[src/rtl/usr_pkg.sv]
package usr_pkg;

    typedef enum logic [1:0] {
        MODE_HOLD = 2'b00,
        MODE_UP   = 2'b01,
        MODE_DOWN = 2'b10,
        MODE_LOAD = 2'b11
    } mode_e;

    typedef struct packed {
        mode_e mode;
        logic  drive;
    } ctrl_t;

    function automatic mode_e sel_to_mode(input logic [1:0] sel);
        mode_e m;
        case (sel)
            2'b01:   m = MODE_UP;
            2'b10:   m = MODE_DOWN;
            2'b11:   m = MODE_LOAD;
            default: m = MODE_HOLD;
        endcase
        return m;
    endfunction

    function automatic logic cell_next(input mode_e mode, input logic own,
                                       input logic below, input logic above,
                                       input logic ext);
        logic n;
        case (mode)
            MODE_UP:   n = below;
            MODE_DOWN: n = above;
            MODE_LOAD: n = ext;
            default:   n = own;
        endcase
        return n;
    endfunction

endpackage

[src/rtl/usr_decode.sv]
module usr_decode
    import usr_pkg::*;
(
    input  logic [1:0] sel,
    input  logic       oe_a_n,
    input  logic       oe_b_n,
    output ctrl_t      ctrl
);

    logic load_sel;
    logic enables_on;

    always_comb begin
        load_sel   = sel[0] & sel[1];
        enables_on = ~oe_a_n & ~oe_b_n;
        ctrl.mode  = sel_to_mode(sel);
        ctrl.drive = enables_on & ~load_sel;
    end

endmodule

[src/rtl/usr_core.sv]
module usr_core
    import usr_pkg::*;
#(
    parameter int WIDTH = 8
) (
    input  logic             clk,
    input  logic             rst_n,
    input  mode_e            mode,
    input  logic             ser_in_up,
    input  logic             ser_in_dn,
    input  logic [WIDTH-1:0] load_d,
    output logic [WIDTH-1:0] q
);

    localparam int TOP = WIDTH - 1;

    logic [WIDTH-1:0] q_r;
    logic [WIDTH-1:0] d_w;

    for (genvar i = 0; i < WIDTH; i++) begin : g_cell
        logic below;
        logic above;
        if (i == 0) begin : g_lo
            assign below = ser_in_up;
        end else begin : g_lo_mid
            assign below = q_r[i-1];
        end
        if (i == TOP) begin : g_hi
            assign above = ser_in_dn;
        end else begin : g_hi_mid
            assign above = q_r[i+1];
        end
        always_comb d_w[i] = cell_next(mode, q_r[i], below, above, load_d[i]);
    end

    always_ff @(posedge clk or negedge rst_n) begin
        if (!rst_n) q_r <= '0;
        else        q_r <= d_w;
    end

    assign q = q_r;

    AST_HOLD_KEEPS: assert property (@(posedge clk) disable iff (!rst_n)
        (mode == MODE_HOLD) |=> (q_r == $past(q_r)));

    AST_UP_ENTRY: assert property (@(posedge clk) disable iff (!rst_n)
        (mode == MODE_UP) |=> (q_r[0] == $past(ser_in_up)
                               && q_r[TOP:1] == $past(q_r[TOP-1:0])));

    AST_DOWN_ENTRY: assert property (@(posedge clk) disable iff (!rst_n)
        (mode == MODE_DOWN) |=> (q_r[TOP] == $past(ser_in_dn)
                                 && q_r[TOP-1:0] == $past(q_r[TOP:1])));

    AST_LOAD_TAKES: assert property (@(posedge clk) disable iff (!rst_n)
        (mode == MODE_LOAD) |=> (q_r == $past(load_d)));

    AST_RESET_CLEARS: assert property (@(posedge clk) disable iff (!rst_n)
        $rose(rst_n) |-> (q_r == '0));

endmodule

[src/rtl/usr_shift_reg.sv]
module usr_shift_reg
    import usr_pkg::*;
#(
    parameter int WIDTH = 8
) (
    input  logic             clk,
    input  logic             rst_n,
    input  logic [1:0]       sel,
    input  logic             ser_in_up,
    input  logic             ser_in_dn,
    input  logic             oe_a_n,
    input  logic             oe_b_n,
    input  logic [WIDTH-1:0] bus_in,
    output logic [WIDTH-1:0] bus_out,
    output logic             bus_oe,
    output logic             ser_out_lo,
    output logic             ser_out_hi
);

    localparam int TOP = WIDTH - 1;

    ctrl_t            ctrl;
    logic [WIDTH-1:0] q;

    usr_decode u_decode (
        .sel    (sel),
        .oe_a_n (oe_a_n),
        .oe_b_n (oe_b_n),
        .ctrl   (ctrl)
    );

    usr_core #(.WIDTH(WIDTH)) u_core (
        .clk       (clk),
        .rst_n     (rst_n),
        .mode      (ctrl.mode),
        .ser_in_up (ser_in_up),
        .ser_in_dn (ser_in_dn),
        .load_d    (bus_in),
        .q         (q)
    );

    assign bus_out    = q;
    assign bus_oe     = ctrl.drive;
    assign ser_out_lo = q[0];
    assign ser_out_hi = q[TOP];

    AST_LOAD_RELEASES: assert property (@(posedge clk) disable iff (!rst_n)
        (sel == 2'b11) |-> !bus_oe);

    AST_DISABLED_RELEASES: assert property (@(posedge clk) disable iff (!rst_n)
        (oe_a_n || oe_b_n) |-> !bus_oe);

    AST_SER_TAPS: assert property (@(posedge clk) disable iff (!rst_n)
        (ser_out_lo == bus_out[0]) && (ser_out_hi == bus_out[TOP]));

endmodule

[config.mk]
export PLATFORM = sky130hd
export DESIGN_NAME = usr_shift_reg
export DESIGN_NICKNAME = d
export VERILOG_FILES = /design/src/rtl/usr_pkg.sv /design/src/rtl/usr_decode.sv /design/src/rtl/usr_core.sv /design/src/rtl/usr_shift_reg.sv
export SDC_FILE = /design/constraint.sdc
export NUM_CORES = 1
export LEC_CHECK = 0
export BUFFER_PORTS_ARGS = -buffer_cell sky130_fd_sc_hd__buf_4
export CORE_AREA = 4 4 41 43
export CTS_CLUSTER_DIAMETER = 120
export DETAILED_ROUTE_END_ITERATION = 8
export DIE_AREA = 0 0 45 47
export PLACE_DENSITY = 0.65
export SYNTH_ARGS = -nofsm -noshare
export SYNTH_HDL_FRONTEND = slang
export SYNTH_SLANG_ARGS = --single-unit
[constraint.sdc]
create_clock -name clk -period 0.9 [get_ports clk]
set_input_delay 0.045 -clock clk [delete_from_list [all_inputs] [get_ports clk]]
set_output_delay 0.045 -clock clk [all_outputs]
set_load 0.1 [all_outputs]
==> flow_results.xml, run 1 <==
<?xml version="1.0" encoding="UTF-8"?>
<metrics>
  <group name="setup_path">
    <metric name="timing.reg2reg.setup_slack" unit="ps">-200</metric>
    <metric name="crit_path_top_delay_cell" unit="">sky130_fd_sc_hd__dfrtp_4</metric>
    <metric name="worstSetupStartpoint" unit="">u_core.q[2]</metric>
    <metric name="slowest_delay" unit="ps">500</metric>
    <metric name="rr_worst_depth" unit="">1</metric>
    <metric name="worstPathMaxFanout" unit="">4</metric>
    <metric name="critical_path.reg2reg.startpoint" unit="">u_core.q[2]</metric>
    <metric name="cp-end-kind" unit="">register</metric>
    <metric name="critPathLaunchType" unit="">register</metric>
    <metric name="critPathTopFamily" unit="">flip-flops</metric>
    <metric name="critical_path_buf_inv_count" unit="">0</metric>
    <metric name="cp_data_arrival_time" unit="ps">1230</metric>
    <metric name="r2r_end" unit="">u_core.q[2]</metric>
    <metric name="crit_type" unit="">reg2reg</metric>
    <metric name="cp_data_required_time" unit="ps">1030</metric>
    <metric name="cp_cell_sequence" unit="">mux4_2</metric>
  </group>
  <group name="clock_tree">
    <metric name="clkLatencyLatePin" unit="ps">260</metric>
    <metric name="cts-root-to-sink-buffers" unit="">2</metric>
    <metric name="tritoncts.num_buffers" unit="">3</metric>
    <metric name="clock_pin_slew_on_the_worst_setup_and_hold_paths" unit="ps">60</metric>
    <metric name="cts_root_buf" unit="">sky130_fd_sc_hd__clkbuf_4</metric>
    <metric name="htreeDepth" unit="">1</metric>
    <metric name="cts_sinks" unit="">8</metric>
    <metric name="cts_tree" unit="">yes</metric>
  </group>
  <group name="place">
    <metric name="post-place-cells" unit="">60</metric>
    <metric name="port-buffer-count" unit="">26</metric>
    <metric name="setup_ws_pre_cts" unit="ps">-178.6</metric>
    <metric name="final_weighted_congestion_of_routability_driven_global_placement" unit="">0.7153</metric>
    <metric name="dp.final_hpwl" unit="um">839.3</metric>
  </group>
  <group name="route">
    <metric name="met3RoutedLength" unit="um">98</metric>
    <metric name="met2_wirelength" unit="um">587</metric>
    <metric name="avgRoutedWirePerCell" unit="um">17.05</metric>
    <metric name="ant_nets" unit="">0</metric>
    <metric name="detailedRoute.firstPassIterationCount" unit="">2</metric>
    <metric name="detailroute.via_count" unit="">332</metric>
    <metric name="routed.top_layer" unit="">met4</metric>
    <metric name="routed_wirelength" unit="um">1091</metric>
    <metric name="drc" unit="">0</metric>
    <metric name="m1WireLength" unit="um">386</metric>
    <metric name="dr.first_iter.drc_count" unit="">1</metric>
    <metric name="vias_per_cell" unit="">5.188</metric>
  </group>
  <group name="global_route">
    <metric name="antenna_found_initial" unit="">0</metric>
    <metric name="grt-ovfl-total" unit="">0</metric>
    <metric name="grt_util_all_layers" unit="">0.1166</metric>
    <metric name="grt_start_max_net_pins" unit="">10</metric>
    <metric name="first_global_vias" unit="">336</metric>
    <metric name="grt_pass1_wl" unit="um">1614</metric>
  </group>
  <group name="logic_synthesis">
    <metric name="synth_sequential_area_ratio" unit="">0.4706</metric>
    <metric name="syn-instance-count" unit="">21</metric>
    <metric name="synth_nets" unit="">37</metric>
    <metric name="synth.ff_latch_count" unit="">8</metric>
    <metric name="synth_cell_types" unit="">5</metric>
    <metric name="yosysWarnings" unit="">0</metric>
    <metric name="mappedNetlistArea" unit="sq um">425.4</metric>
    <metric name="syn_area_per_cell" unit="sq um">20.26</metric>
  </group>
  <group name="layout">
    <metric name="insertedDiodeCount" unit="">0</metric>
    <metric name="layout.nets" unit="">67</metric>
    <metric name="final_cells" unit="">64</metric>
    <metric name="area_growth_syn_to_layout" unit="%">83.82</metric>
    <metric name="proportion_of_layout_cells_with_a_drive_suffix_above_1" unit="">0.9796</metric>
    <metric name="multi_input_comb_area" unit="sq um">200.2</metric>
    <metric name="most-common-layout-cells" unit="">sky130_fd_sc_hd__buf_4, sky130_fd_sc_hd__mux4_2, sky130_fd_sc_hd__dfrtp_4, sky130_fd_sc_hd__buf_12, sky130_fd_sc_hd__buf_6</metric>
    <metric name="largest_reg_flops" unit="">8</metric>
    <metric name="final_common_cell" unit="">sky130_fd_sc_hd__buf_4</metric>
    <metric name="filler_cell_count" unit="">114</metric>
    <metric name="sequential_cell_area" unit="sq um">230.2</metric>
  </group>
  <group name="hold_path">
    <metric name="min_path_cells" unit="">2</metric>
    <metric name="worstHoldPathType" unit="">in2reg</metric>
    <metric name="hold_path_end" unit="">u_core.q[0]</metric>
    <metric name="worst_hold_startpoint" unit="">bus_in[0]</metric>
  </group>
  <group name="die">
    <metric name="core_area" unit="sq um">1301</metric>
    <metric name="placementRows" unit="">13</metric>
    <metric name="die_w" unit="um">45</metric>
    <metric name="dieHeight" unit="um">47</metric>
    <metric name="die-area" unit="sq um">2115</metric>
    <metric name="pin_count" unit="">27</metric>
    <metric name="initial_cell_density_of_the_core" unit="">0.3269</metric>
  </group>
  <group name="timing">
    <metric name="timing.max_slew.rel_slack" unit="">0.8154</metric>
    <metric name="finalWorstPathRequiredPeriod" unit="ps">1102</metric>
    <metric name="worst_pin_slew" unit="ps">279.2</metric>
    <metric name="fin_crit_sh" unit="">1.224</metric>
    <metric name="max_freq" unit="MHz">907.7</metric>
    <metric name="rsz0062_at_grt" unit="">true</metric>
    <metric name="slew_violations" unit="">0</metric>
    <metric name="final_setup_violation_count" unit="">18</metric>
    <metric name="final.setup.worst_slack" unit="ps">-201.7</metric>
    <metric name="timing.final.hold_violations" unit="">0</metric>
    <metric name="worst_clock_skew" unit="ps">6.341</metric>
  </group>
  <group name="job">
    <metric name="max_cap_violations" unit="">0</metric>
  </group>
  <group name="outcome">
    <metric name="status" unit="">finished with violations</metric>
    <metric name="violations" unit="">setup timing</metric>
  </group>
  <group name="pwr">
    <metric name="worst_ir_drop_vdd" unit="uV">1406</metric>
    <metric name="leakage" unit="nW">0.3252</metric>
    <metric name="power.density" unit="nW/um^2">2783</metric>
  </group>
</metrics>
## layout make-up
cell class	count	share of cell area
Multi-Input combinational cell	9	0.2560
Tap cell	15	0.02400
Timing Repair Buffer	29	0.3968
Sequential cell	8	0.2944
Clock buffer	3	0.02880
## per-stage QoR
step	power [mW]	util	hold slack, ps	cell area [sq um]	TNS [ps]
after floorplan	1.469	-	-250.6	471.7	-2928
after global placement	1.689	0.5067	-134.1	659.4	-1243
after detailed placement	1.700	0.5067	-128.8	659.4	-1307
after CTS	2.096	0.5721	102.9	744.5	-2733
after global routing	2.258	0.6010	96.77	782.0	-3019
final	2.176	0.6010	107.8	782.0	-2567
## worst max-delay path by stage
stage / end / slack (ps) / cells past startpoint
4_1_cts: u_core.q[2] / -190 / 1
6_report: u_core.q[2] / -200 / 1
2_1_floorplan: u_core.q[6] / -330 / 1
5_1_grt: u_core.q[4] / -220 / 1
3_3_place_gp: u_core.q[3] / -170 / 1
3_5_place_dp: u_core.q[2] / -180 / 1
## synth_stat cells, drive strengths merged
cell,n,area share
buf,4,0.088
mux4,8,0.42
a211oi,1,0.018
dfrtp,8,0.47
## where the power goes
group / internal (mW) / switching (mW) / total [mW] / leakage (nW)
clock network: 0.153 / 0.132 / 0.285 / 0.0138
registers: 0.490 / 0.109 / 0.599 / 0.0863
logic: 0.462 / 0.831 / 1.29 / 0.225
total: 1.11 / 1.07 / 2.18 / 0.325
## metal layers
metal	global-route usage	vias up
met3	0.06513	2
met2	0.1836	17
li1	-	143
met5	0	-
met1	0.1296	170
met4	0.05263	0
## what timing repair did
item	in CTS	in global routing
hold buffers	1	0
setup endpoints to repair	18	18
endpoints found under the hold margin	8	0
resized for setup	13	9
setup buffers	0	0
## cells by family after synthesis
logic type	share of synthesized area
mux	0.4235
compound gates	0.01765
buf+inv	0.08822
flops	0.4706
No activity file was read; power rests on OpenSTA's default activity.
==> run 2, diff against run 1 <==
--- a/config.mk
+++ b/config.mk
@@ -6,11 +6,11 @@
 export NUM_CORES = 1
 export LEC_CHECK = 0
 export BUFFER_PORTS_ARGS = -buffer_cell sky130_fd_sc_hd__buf_4
+export CAP_MARGIN = 20
 export CORE_AREA = 4 4 41 43
 export CTS_CLUSTER_DIAMETER = 120
 export DETAILED_ROUTE_END_ITERATION = 8
 export DIE_AREA = 0 0 45 47
-export PLACE_DENSITY = 0.65
 export SYNTH_ARGS = -nofsm -noshare
 export SYNTH_HDL_FRONTEND = slang
 export SYNTH_SLANG_ARGS = --single-unit
==> constraint.sdc (replaced) <==
create_clock -name clk -period 1.2 [get_ports clk]
set_input_delay 0.06 -clock clk [delete_from_list [all_inputs] [get_ports clk]]
set_output_delay 0.06 -clock clk [all_outputs]
set_load 0.1 [all_outputs]
==> run 2 against run 1 <==
Effect of this change: the run now ends clean; cell count is 3.1% lower; sequential share of layout area rose by 4.6 points; first-iteration DRC count decreased by 100%; clock-buffer cell count unchanged; cell area shrank 13%; total power down 33%; critical path type unchanged; critical endpoint is now u_core.q[6]; highest routed layer is now met3.
==> flow_results.xml, run 2 (synthesized netlist as in run 1, its figures left out) <==
<?xml version="1.0" encoding="UTF-8"?>
<metrics>
  <group name="timing">
    <metric name="fin_crit_sh" unit="">0.9065</metric>
    <metric name="final.setup.tns" unit="ps">0</metric>
    <metric name="timing.final.hold_violations" unit="">0</metric>
    <metric name="max_freq" unit="MHz">919.3</metric>
    <metric name="final.setup.worst_slack" unit="ps">112.2</metric>
    <metric name="finalWorstPathRequiredPeriod" unit="ps">1088</metric>
    <metric name="timing.max_slew.rel_slack" unit="">0.8110</metric>
    <metric name="rsz0062_at_grt" unit="">false</metric>
    <metric name="worst_pin_slew" unit="ps">285.9</metric>
    <metric name="final_setup_violation_count" unit="">0</metric>
    <metric name="slew_violations" unit="">0</metric>
    <metric name="worst_clock_skew" unit="ps">6.829</metric>
  </group>
  <group name="route">
    <metric name="detailroute.via_count" unit="">314</metric>
    <metric name="avgRoutedWirePerCell" unit="um">16.45</metric>
    <metric name="detailedRoute.firstPassIterationCount" unit="">1</metric>
    <metric name="dr.first_iter.drc_count" unit="">0</metric>
    <metric name="vias_per_cell" unit="">5.065</metric>
    <metric name="ant_nets" unit="">0</metric>
    <metric name="routed_wirelength" unit="um">1020</metric>
    <metric name="drc" unit="">0</metric>
  </group>
  <group name="setup_path">
    <metric name="critical_path_buf_inv_count" unit="">0</metric>
    <metric name="cp-end-kind" unit="">register</metric>
    <metric name="cp_cell_sequence" unit="">mux4_2</metric>
    <metric name="cp_data_required_time" unit="ps">1320</metric>
    <metric name="cp_data_arrival_time" unit="ps">1200</metric>
    <metric name="worstPathMaxFanout" unit="">4</metric>
    <metric name="critPathLaunchType" unit="">register</metric>
    <metric name="timing.reg2reg.setup_slack" unit="ps">110</metric>
    <metric name="slowest_delay" unit="ps">490</metric>
    <metric name="critPathTopFamily" unit="">flip-flops</metric>
    <metric name="crit_type" unit="">reg2reg</metric>
    <metric name="crit_path_top_delay_cell" unit="">sky130_fd_sc_hd__dfrtp_4</metric>
  </group>
  <group name="job">
    <metric name="max_cap_violations" unit="">0</metric>
  </group>
  <group name="pwr">
    <metric name="leakage" unit="nW">0.2833</metric>
    <metric name="power.density" unit="nW/um^2">2158</metric>
    <metric name="finalPower" unit="mW">1.460</metric>
    <metric name="worst_ir_drop_vdd" unit="uV">1210</metric>
  </group>
  <group name="layout">
    <metric name="final_common_cell" unit="">sky130_fd_sc_hd__buf_4</metric>
    <metric name="area_growth_syn_to_layout" unit="%">59.12</metric>
    <metric name="proportion_of_layout_cells_with_a_drive_suffix_above_1" unit="">0.9787</metric>
    <metric name="largest_reg_flops" unit="">8</metric>
    <metric name="insertedDiodeCount" unit="">0</metric>
    <metric name="filler_cell_count" unit="">122</metric>
    <metric name="most-common-layout-cells" unit="">sky130_fd_sc_hd__buf_4, sky130_fd_sc_hd__mux4_2, sky130_fd_sc_hd__dfrtp_4, sky130_fd_sc_hd__clkbuf_4</metric>
    <metric name="final_cells" unit="">62</metric>
    <metric name="layout.nets" unit="">65</metric>
  </group>
  <group name="global_route">
    <metric name="antenna_found_initial" unit="">0</metric>
    <metric name="grt_util_all_layers" unit="">0.1136</metric>
    <metric name="grt_start_max_net_pins" unit="">10</metric>
    <metric name="grt-ovfl-total" unit="">0</metric>
    <metric name="first_global_vias" unit="">360</metric>
    <metric name="grt_pass1_wl" unit="um">1669</metric>
  </group>
  <group name="clock_tree">
    <metric name="cts_root_buf" unit="">sky130_fd_sc_hd__clkbuf_4</metric>
    <metric name="cts_sinks" unit="">8</metric>
    <metric name="tritoncts.num_buffers" unit="">3</metric>
    <metric name="htreeDepth" unit="">1</metric>
    <metric name="cts_tree" unit="">yes</metric>
    <metric name="clkLatencyLatePin" unit="ps">250</metric>
    <metric name="clock_pin_slew_on_the_worst_setup_and_hold_paths" unit="ps">60</metric>
    <metric name="cts-root-to-sink-buffers" unit="">2</metric>
  </group>
  <group name="place">
    <metric name="setup_ws_pre_cts" unit="ps">121.6</metric>
    <metric name="dp.final_hpwl" unit="um">832.1</metric>
    <metric name="post-place-cells" unit="">58</metric>
    <metric name="final_weighted_congestion_of_routability_driven_global_placement" unit="">0.6882</metric>
    <metric name="port-buffer-count" unit="">26</metric>
  </group>
  <group name="die">
    <metric name="initial_cell_density_of_the_core" unit="">0.3269</metric>
    <metric name="placementRows" unit="">13</metric>
    <metric name="die_w" unit="um">45</metric>
    <metric name="pin_count" unit="">27</metric>
    <metric name="core_area" unit="sq um">1301</metric>
    <metric name="die-area" unit="sq um">2115</metric>
    <metric name="dieHeight" unit="um">47</metric>
  </group>
  <group name="outcome">
    <metric name="status" unit="">finished, final reports clean</metric>
  </group>
  <group name="hold_path">
    <metric name="worstHoldPathType" unit="">in2reg</metric>
  </group>
</metrics>
run 2: cell types whose count changed in the layout (fill, tap and decap cells not counted), sizes merged:
cell  delta
buf      -2
run 2: layout make-up:
cell class	count	area [sq um]	share of cell area
Clock buffer	3	22.52	0.03327
Timing Repair Buffer	27	205.2	0.3031
Sequential cell	8	230.2	0.3401
Tap cell	15	18.77	0.02773
Multi-Input combinational cell	9	200.2	0.2957
run 2: timing repair:
item,in CTS,in global routing
resized for setup,0,0
hold buffers,1,0
setup buffers,0,0
hold endpoints to repair,8,0
run 2: path summary, 6_finish.rpt:
| kind | startpoint | to | depth (start not counted) |
|---|---|---|---|
| min in group asynchronous | rst_n | u_core.q[6] | 2 |
| setup / recovery | u_core.q[7] | u_core.q[6] | 1 |
| hold / removal | bus_in[7] | u_core.q[7] | 2 |
| max in group asynchronous | rst_n | u_core.q[2] | 2 |
| setup reg to reg | u_core.q[7] | u_core.q[6] | 1 |
| hold reg to reg | u_core.q[0] | u_core.q[0] | 1 |
run 2: metal layers:
metal / wire (um) / track usage / up-vias
met5: 0 / 0 / -
met3: 106 / 0.04598 / 0
li1: - / - / 136
met1: 403 / 0.1422 / 161
met4: 0 / 0.03509 / 0
met2: 510 / 0.1808 / 17
run 2: power by group:
part           switching [mW]  internal [mW]
clock network          0.0858          0.114
registers              0.0633          0.367
logic                   0.612          0.218
run 2: through the flow:
stage / hold WS [ps] / util / area [sq um]
6_report: 127.6 / 0.5202 / 676.9
5_1_grt: 120.6 / 0.5202 / 676.9
4_1_cts: 121.0 / 0.5202 / 676.9
3_5_place_dp: -113.5 / 0.4952 / 644.4
3_3_place_gp: -117.8 / 0.4952 / 644.4
2_1_floorplan: -235.6 / - / 467.9
